`config.mk`:
```
export PLATFORM = sky130hd
export DESIGN_NAME = tbit_poll_ctrl
export DESIGN_NICKNAME = d
export VERILOG_FILES = /design/src/rtl/tbit_pkg.sv /design/src/rtl/tbit_pair_cmp.sv /design/src/rtl/tbit_pair_budget.sv /design/src/rtl/tbit_poll_fsm.sv /design/src/rtl/tbit_poll_ctrl.sv
export SDC_FILE = /design/constraint.sdc
export NUM_CORES = 1
export LEC_CHECK = 0
export BUFFER_PORTS_ARGS = -buffer_cell sky130_fd_sc_hd__buf_2
export CORE_MARGIN = 2
export CORE_UTILIZATION = 30
export CTS_CLUSTER_SIZE = 10
export DETAILED_ROUTE_END_ITERATION = 6
export HOLD_SLACK_MARGIN = 0.03
export PLACE_DENSITY = 0.56
export SYNTH_ARGS = -nofsm -noshare
export SYNTH_HDL_FRONTEND = slang
export SYNTH_SLANG_ARGS = --single-unit
```
`constraint.sdc`:
```
create_clock -name clk -period 3.1 [get_ports clk]
set_clock_uncertainty 0.15 [all_clocks]
set_input_delay 0.62 -clock clk [delete_from_list [all_inputs] [get_ports clk]]
set_output_delay 0.62 -clock clk [all_outputs]
set_load 0.02 [all_outputs]
```
`src/rtl/tbit_pkg.sv`:
```
package tbit_pkg;
  typedef enum logic [2:0] {
    ST_IDLE,
    ST_REQ_A,
    ST_RSP_A,
    ST_REQ_B,
    ST_RSP_B
  } poll_state_t;
endpackage

```
`src/rtl/tbit_pair_cmp.sv`:
```
module tbit_pair_cmp #(
  parameter int DATA_W   = 8,
  parameter int BIT_LO   = 6,
  parameter int BIT_HI   = 2,
  parameter int LIMIT_IX = 5
) (
  input  logic              clk,
  input  logic              rst_n,
  input  logic              load_sel,
  input  logic              sel_in,
  input  logic              cap_first,
  input  logic [DATA_W-1:0] data,
  output logic              toggled,
  output logic              limit_hit
);
  logic sel_q;
  logic first_q;
  logic cur_bit;

  assign cur_bit   = sel_q ? data[BIT_HI] : data[BIT_LO];
  assign toggled   = cur_bit ^ first_q;
  assign limit_hit = data[LIMIT_IX];

  always_ff @(posedge clk) begin
    if (!rst_n) begin
      sel_q   <= 1'b0;
      first_q <= 1'b0;
    end else begin
      if (load_sel)  sel_q   <= sel_in;
      if (cap_first) first_q <= cur_bit;
    end
  end
endmodule

```
`src/rtl/tbit_pair_budget.sv`:
```
module tbit_pair_budget #(
  parameter int MAX_PAIRS = 16
) (
  input  logic clk,
  input  logic rst_n,
  input  logic clear,
  input  logic bump,
  output logic last
);
  generate
    if (MAX_PAIRS == 0) begin : g_unbounded
      assign last = 1'b0;
    end else begin : g_bounded
      localparam int CW = $clog2(MAX_PAIRS + 1);
      localparam logic [CW-1:0] LAST_V = CW'(MAX_PAIRS - 1);
      logic [CW-1:0] cnt_q;
      assign last = (cnt_q == LAST_V);
      always_ff @(posedge clk) begin
        if (!rst_n)            cnt_q <= '0;
        else if (clear)        cnt_q <= '0;
        else if (bump && !last) cnt_q <= cnt_q + 1'b1;
      end
    end
  endgenerate
endmodule

```
`src/rtl/tbit_poll_fsm.sv`:
```
module tbit_poll_fsm
  import tbit_pkg::*;
(
  input  logic clk,
  input  logic rst_n,
  input  logic start,
  input  logic abort,
  input  logic rd_req_ready,
  input  logic rd_rsp_valid,
  input  logic toggled,
  input  logic limit_hit,
  input  logic budget_last,
  output logic rd_req_valid,
  output logic rd_rsp_ready,
  output logic busy,
  output logic load_sel,
  output logic cap_first,
  output logic bump,
  output logic done,
  output logic pass,
  output logic reset_req,
  output logic timeout
);
  poll_state_t st_q;
  logic recheck_q;
  logic second_in;

  assign rd_req_valid = (st_q == ST_REQ_A) || (st_q == ST_REQ_B);
  assign rd_rsp_ready = (st_q == ST_RSP_A) || (st_q == ST_RSP_B);
  assign busy         = (st_q != ST_IDLE);
  assign load_sel     = (st_q == ST_IDLE) && start;
  assign cap_first    = (st_q == ST_RSP_A) && rd_rsp_valid && !abort;
  assign second_in    = (st_q == ST_RSP_B) && rd_rsp_valid && !abort;
  assign bump         = second_in && toggled && !recheck_q && !limit_hit;

  always_ff @(posedge clk) begin
    if (!rst_n) begin
      st_q      <= ST_IDLE;
      recheck_q <= 1'b0;
      done      <= 1'b0;
      pass      <= 1'b0;
      reset_req <= 1'b0;
      timeout   <= 1'b0;
    end else begin
      done      <= 1'b0;
      pass      <= 1'b0;
      reset_req <= 1'b0;
      timeout   <= 1'b0;
      if (abort && st_q != ST_IDLE) begin
        st_q      <= ST_IDLE;
        recheck_q <= 1'b0;
      end else begin
        case (st_q)
          ST_IDLE: if (start) begin
            st_q      <= ST_REQ_A;
            recheck_q <= 1'b0;
          end
          ST_REQ_A: if (rd_req_ready) st_q <= ST_RSP_A;
          ST_RSP_A: if (rd_rsp_valid) st_q <= ST_REQ_B;
          ST_REQ_B: if (rd_req_ready) st_q <= ST_RSP_B;
          ST_RSP_B: if (rd_rsp_valid) begin
            if (!toggled) begin
              st_q <= ST_IDLE;
              done <= 1'b1;
              pass <= 1'b1;
            end else if (recheck_q) begin
              st_q      <= ST_IDLE;
              done      <= 1'b1;
              reset_req <= 1'b1;
            end else if (limit_hit) begin
              recheck_q <= 1'b1;
              st_q      <= ST_REQ_A;
            end else if (budget_last) begin
              st_q      <= ST_IDLE;
              done      <= 1'b1;
              reset_req <= 1'b1;
              timeout   <= 1'b1;
            end else begin
              st_q <= ST_REQ_A;
            end
          end
          default: st_q <= ST_IDLE;
        endcase
      end
    end
  end

  assert_req_hold_R3: assert property (@(posedge clk) disable iff (!rst_n)
    rd_req_valid && !rd_req_ready && !abort |=> rd_req_valid);
  assert_one_outstanding_R3: assert property (@(posedge clk) disable iff (!rst_n)
    !(rd_req_valid && rd_rsp_ready));
  assert_done_pulse_R11: assert property (@(posedge clk) disable iff (!rst_n)
    done |=> !done);
  assert_flags_need_done_R11: assert property (@(posedge clk) disable iff (!rst_n)
    (pass || reset_req || timeout) |-> done);
  assert_verdict_exclusive_R7: assert property (@(posedge clk) disable iff (!rst_n)
    done |-> (pass != reset_req));
  assert_timeout_fails_R9: assert property (@(posedge clk) disable iff (!rst_n)
    timeout |-> (reset_req && !pass));
  assert_idle_on_done_R2: assert property (@(posedge clk) disable iff (!rst_n)
    done |-> !busy);
  assert_abort_quiet_R10: assert property (@(posedge clk) disable iff (!rst_n)
    busy && abort |=> !busy && !done);
endmodule

```
`src/rtl/tbit_poll_ctrl.sv`:
```
module tbit_poll_ctrl #(
  parameter int DATA_W    = 8,
  parameter int MAX_PAIRS = 16
) (
  input  logic              clk,
  input  logic              rst_n,
  input  logic              start,
  input  logic              abort,
  input  logic              sel_dq2,
  output logic              rd_req_valid,
  input  logic              rd_req_ready,
  input  logic              rd_rsp_valid,
  output logic              rd_rsp_ready,
  input  logic [DATA_W-1:0] rd_rsp_data,
  output logic              busy,
  output logic              done,
  output logic              pass,
  output logic              reset_req,
  output logic              timeout
);
  logic load_sel, cap_first, bump, toggled, limit_hit, budget_last;

  tbit_pair_cmp #(
    .DATA_W(DATA_W), .BIT_LO(6), .BIT_HI(2), .LIMIT_IX(5)
  ) u_cmp (
    .clk(clk), .rst_n(rst_n), .load_sel(load_sel), .sel_in(sel_dq2),
    .cap_first(cap_first), .data(rd_rsp_data),
    .toggled(toggled), .limit_hit(limit_hit)
  );

  tbit_pair_budget #(.MAX_PAIRS(MAX_PAIRS)) u_budget (
    .clk(clk), .rst_n(rst_n), .clear(load_sel), .bump(bump), .last(budget_last)
  );

  tbit_poll_fsm u_fsm (
    .clk(clk), .rst_n(rst_n), .start(start), .abort(abort),
    .rd_req_ready(rd_req_ready), .rd_rsp_valid(rd_rsp_valid),
    .toggled(toggled), .limit_hit(limit_hit), .budget_last(budget_last),
    .rd_req_valid(rd_req_valid), .rd_rsp_ready(rd_rsp_ready), .busy(busy),
    .load_sel(load_sel), .cap_first(cap_first), .bump(bump),
    .done(done), .pass(pass), .reset_req(reset_req), .timeout(timeout)
  );
endmodule

```
== Word-level counts from Yosys, hierarchy flattened ==
Cells that the tools add are included.

* Output and inout port bits: 7
* Memories: 0
* RAM bits: 0
* Register bits after elaboration: 15
* Latch bits: 0
* ROM bits: 0

* Bitwise operators: 5
* Order comparisons: 0
* Reduce and logical (&&, ||, !) cells: 26
* Multiplexer cells: 22
* Div/mod/pow operators: 0
* $mul: 0
* Shift operators: 0
* Add/subtract/negate cells: 1
* Equality and inequality tests: 11

{| class="wikitable"
|+ Operators with widths
! operator !! count
|-
| 2-to-1 mux 3 bit || 8
|-
| one-hot mux 3 bit (5 select lines) || 1
|-
| 2-to-1 mux 1 bit || 12
|-
| logical AND 1 bit || 10
|-
| inequality test 2 bit (second input constant) || 5
|-
| == test 3 x 2 -> 1 bit (second input constant) || 2
|-
| OR reduction 6 bit || 1
|-
| adder 5 x 1 -> 5 bit (second input constant) || 1
|-
| == test 5 x 4 -> 1 bit (second input constant) || 1
|-
| AND reduction 5 bit || 1
|-
| OR reduction 5 bit || 1
|-
| zero test 1 bit || 4
|-
| NOT 1 bit || 4
|-
| AND reduction 4 bit || 1
|-
| OR reduction 2 bit || 2
|-
| OR reduction 4 bit || 1
|-
| == test 3 x 1 -> 1 bit (second input constant) || 1
|-
| == test 3 bit (second input constant) || 1
|-
| zero test 3 bit || 1
|-
| nonzero test 3 bit || 1
|-
| logical OR 1 bit || 2
|-
| inequality test 2 x 1 -> 1 bit (second input constant) || 1
|-
| one-hot mux 1 bit (2 select lines) || 1
|-
| nonzero test 2 bit || 1
|-
| XOR 1 bit || 1
|}

== Logic depth before layout (Yosys ltp) ==
* Word-level depth: 7
* Gate-level depth with buffers: 7
* Depth with buffers taken out: 6

== By module ==
A second synthesis with hierarchy kept.

* Cells, all modules: 82
* Area, all modules: 743.2 um2

{| class="wikitable"
|+ Modules (own cells, without submodules)
! module !! cells an instance !! area each (um2) !! sequential area each (um2) !! times used
|-
| tbit_poll_fsm || 47 || 409.1 || 160.2 || 1
|-
| tbit_pair_budget || 26 || 241.5 || 100.1 || 1
|-
| tbit_pair_cmp || 9 || 92.6 || 40.0 || 1
|}

== Least setup slack after synthesis ==
Ideal clock, no wire load.

* Kind: reg-to-reg
* Start point: register u_budget.g_bounded.cnt_q[0]
* End point: register u_budget.g_bounded.cnt_q[2]
* Required time: 2.878 ns
* Setup slack: 0.854 ns
* Clock period less this slack: 2.246 ns
* Stages on the path, launching flop included: 8
* Arrival time: 2.025 ns
* Buffers on the path: 1
* Setup time: 0.072 ns
* Cells stage by stage: dfxtp_1 -> ha_1 -> and3_1 -> ha_1 -> or4_1 -> buf_2 -> or4_1 -> a21oi_1

* Cells in the longest elaborated chain, start to end: 3
* Elaborated cells between the ends (all ways): 4

{| class="wikitable"
|+ RTL lines
! item !! line !! text
|-
| start, declared || tbit_pair_budget.sv:16 || <nowiki>logic [CW-1:0] cnt_q;</nowiki>
|-
| start signal, assigned || tbit_pair_budget.sv:21 || <nowiki>else if (bump && !last) cnt_q <= cnt_q + 1'b1;</nowiki>
|-
| branches (longest 3 deep; another with adder 5 x 1 -> 5 bit) || - ||
|}

Parallel ways; which one is timed is not known.
A chain may end at the register's enable or synchronous reset.

== Worst setup path in the final report ==
Ends and elaborated chain as after synthesis.

==> metrics.txt <==
maxcap violations 0; initial antenna violation count 0; Synth area leader dfxtp_1; Power, Total 381 uW; ys async rst share 0%; core box area 2500 um2; clock transition at the registers of the reported paths 0.09 ns; number of synthesized flops with an enable pin 0; Commonest cells post-synth 15 x dfxtp_1, 9 x nor2_1, 6 x a21oi_1, 6 x nand2_1; leak pwr 0.370 nW; DRT Wirelength 1560 um; Diodes inserted 0; GRT overflow 0; Synth top area share 37.7%; CTS Buf Count 3; drt via density 4.92; FF+latch area 300 um2; Site Rows 18; GRT Overall Usage 10.9%; Cells after Synth 90; Routed wire per std cell 11.5 um; Die W 55.5 um; CTS root buffer clkbuf_4; Hold Crit Class flop to flop; Synth area leaders dfxtp_1 38%, mux2i_1 6.3%, nor2_1 4.2%; CTS H-tree depth 1; synthesized area 796 um2; # fillers 264; Initial Util 31.8%; area grow syn2layout 14.6%; Slew Viols, Final 0; layout cells sized above 1 20.8%; Fin. Hold Viols 0; hold buffer count at cts 0; #FFs+latches synth 15; Mapped Nets 107; placer congestion estimate 0.780; PD cells 418 nW/um2; IO Port Bufs 16; sequential element share of the synthesized area 37.7%; Critical Path RT 3.16 ns; clock sink total 15; final setup TNS 0 ns; syn_area_per_cell 8.84 um2; number of global-route vias before repair 631; dpl hpwl 1140 um; outcome complete, no violations; area of the multi-input gates 449 um2; largest net degree at the start of global routing 12; crit path max fanout 8; chip height 55.5 um; Slew headroom 51.8%; Primary FF master, synth dfxtp_1; area of the die 3080 um2; min cycle time layout 2.41 ns; DRT antenna net count 0; final-stage net count 124; post-synth cell types 32; Slew @ Worst Pin 0.703 ns; first-pass GRT wire length 2730 um; # IOs 22; CP Launch Type flop; setup bufs post-CTS 0; Yosys warning total 0; final count of negative-setup-slack endpoints 0; Fmax 414 MHz; via count 669; Setup CP Type flop to flop; deepest clock path buffer count 2; RSZ-0062 raised after global routing no; TritonCTS clock tree yes; most common cell in the netlist dfxtp_1; DRT iter0 DRCs 1; TritonRoute pass-1 iters 4; Residual DRC 0; CP endpoint kind flop; worst-skew pair later-pin latency 0.28 ns; Worst Path Arrival 2.47 ns; Tcrit/Tclk final 77.9%; Max VDD drop 0.159 mV; post-CTS sizing 0
==> registers in the layout, summed over array words and instances, names as in the netlist <==
register / flops
u_fsm.st_q: 3
u_fsm.recheck_q: 1
u_fsm.reset_req: 1
u_cmp.sel_q: 1
u_fsm.timeout: 1
u_budget.g_bounded.cnt_q: 5
u_cmp.first_q: 1
u_fsm.done: 1
u_fsm.pass: 1
==> power by group <==
group / switching, mW / internal [mW] / total [mW]
Sequential: 0.00947 / 0.197 / 0.206
Clock: 0.0622 / 0.0499 / 0.112
Combinational: 0.0356 / 0.0271 / 0.0627
Total: 0.107 / 0.274 / 0.381
==> cells by family (layout without fill, tap and decap cells) <==
| group | after synthesis | in the layout | synth area share [%] |
|---|---|---|---|
| AND/OR/NAND/NOR | 37 | 37 | 27.2 |
| AO/OA/AOI/OAI | 17 | 17 | 13.4 |
| flip-flops | 15 | 15 | 37.7 |
| buffers and inverters | 9 | 25 | 5.82 |
| multiplexers | 7 | 7 | 9.43 |
| XOR/XNOR | 3 | 3 | 3.30 |
| adder cells (fa/ha/maj) | 2 | 2 | 3.14 |
==> placed cells by master (no fill, tap or decap), drive strengths merged <==
master	count
a21oi	6
nor3	3
a211oi	2
nand2	6
and3	1
or4	4
ha	2
and2	1
xnor2	2
inv	5
mux2i	6
or3	2
o2111a	1
o31ai	3
mux2	1
nand2b	1
nor4b	1
o21ai	3
xor2	1
nand3	2
clkbuf	4
dfxtp	15
a31oi	2
buf	16
nor2	9
nand4bb	1
nor4	2
nor2b	4
==> routing by layer <==
| layer | track usage (%) | routed length [um] | vias to the layer above |
|---|---|---|---|
| li1 | - | - | 356 |
| met1 | 15.4 | 807 | 301 |
| met2 | 15.5 | 679 | 10 |
| met3 | 2.58 | 60 | 2 |
| met4 | 5.23 | 15 | 0 |
| met5 | 0 | 0 | - |
==> final timing paths <==
check,from,slack (ns),endpoint,depth (start not counted)
worst max-delay path,u_budget.g_bounded.cnt_q[0],0.69,u_budget.g_bounded.cnt_q[2],6
worst min-delay path,u_budget.g_bounded.cnt_q[3],0.34,u_budget.g_bounded.cnt_q[3],2
worst max register to register,u_budget.g_bounded.cnt_q[0],0.69,u_budget.g_bounded.cnt_q[2],6
worst min register to register,u_budget.g_bounded.cnt_q[3],0.34,u_budget.g_bounded.cnt_q[3],2
==> layout make-up <==
cell class,count,area share (%)
clock buffer,4,2.88
inverter,5,2.06
multi-input combinational,66,49.2
sequential,15,32.9
tap,30,4.12
timing repair buffer,16,8.78
==> worst max-delay path, cell delays in order (launching register included) <==
cell and delay, ns:
dfxtp_1 0.34, ha_1 0.21, and3_1 0.18, ha_1 0.21
or4_1 0.66, or4_1 0.44, a21oi_1 0.15
==> metrics by stage <==
stage	utilization, %	area [um2]	setup slack [ns]	std cells	hold WS (ns)
3_5_place_dp	35.4	886	0.720	132	0.327
3_3_place_gp	35.4	886	0.735	132	0.312
5_1_grt	36.5	912	0.548	136	0.369
2_1_floorplan	-	796	0.854	90	0.298
4_1_cts	36.5	912	0.682	136	0.341
6_report	36.5	912	0.685	136	0.338
Power figures use the tool's default switching activity.
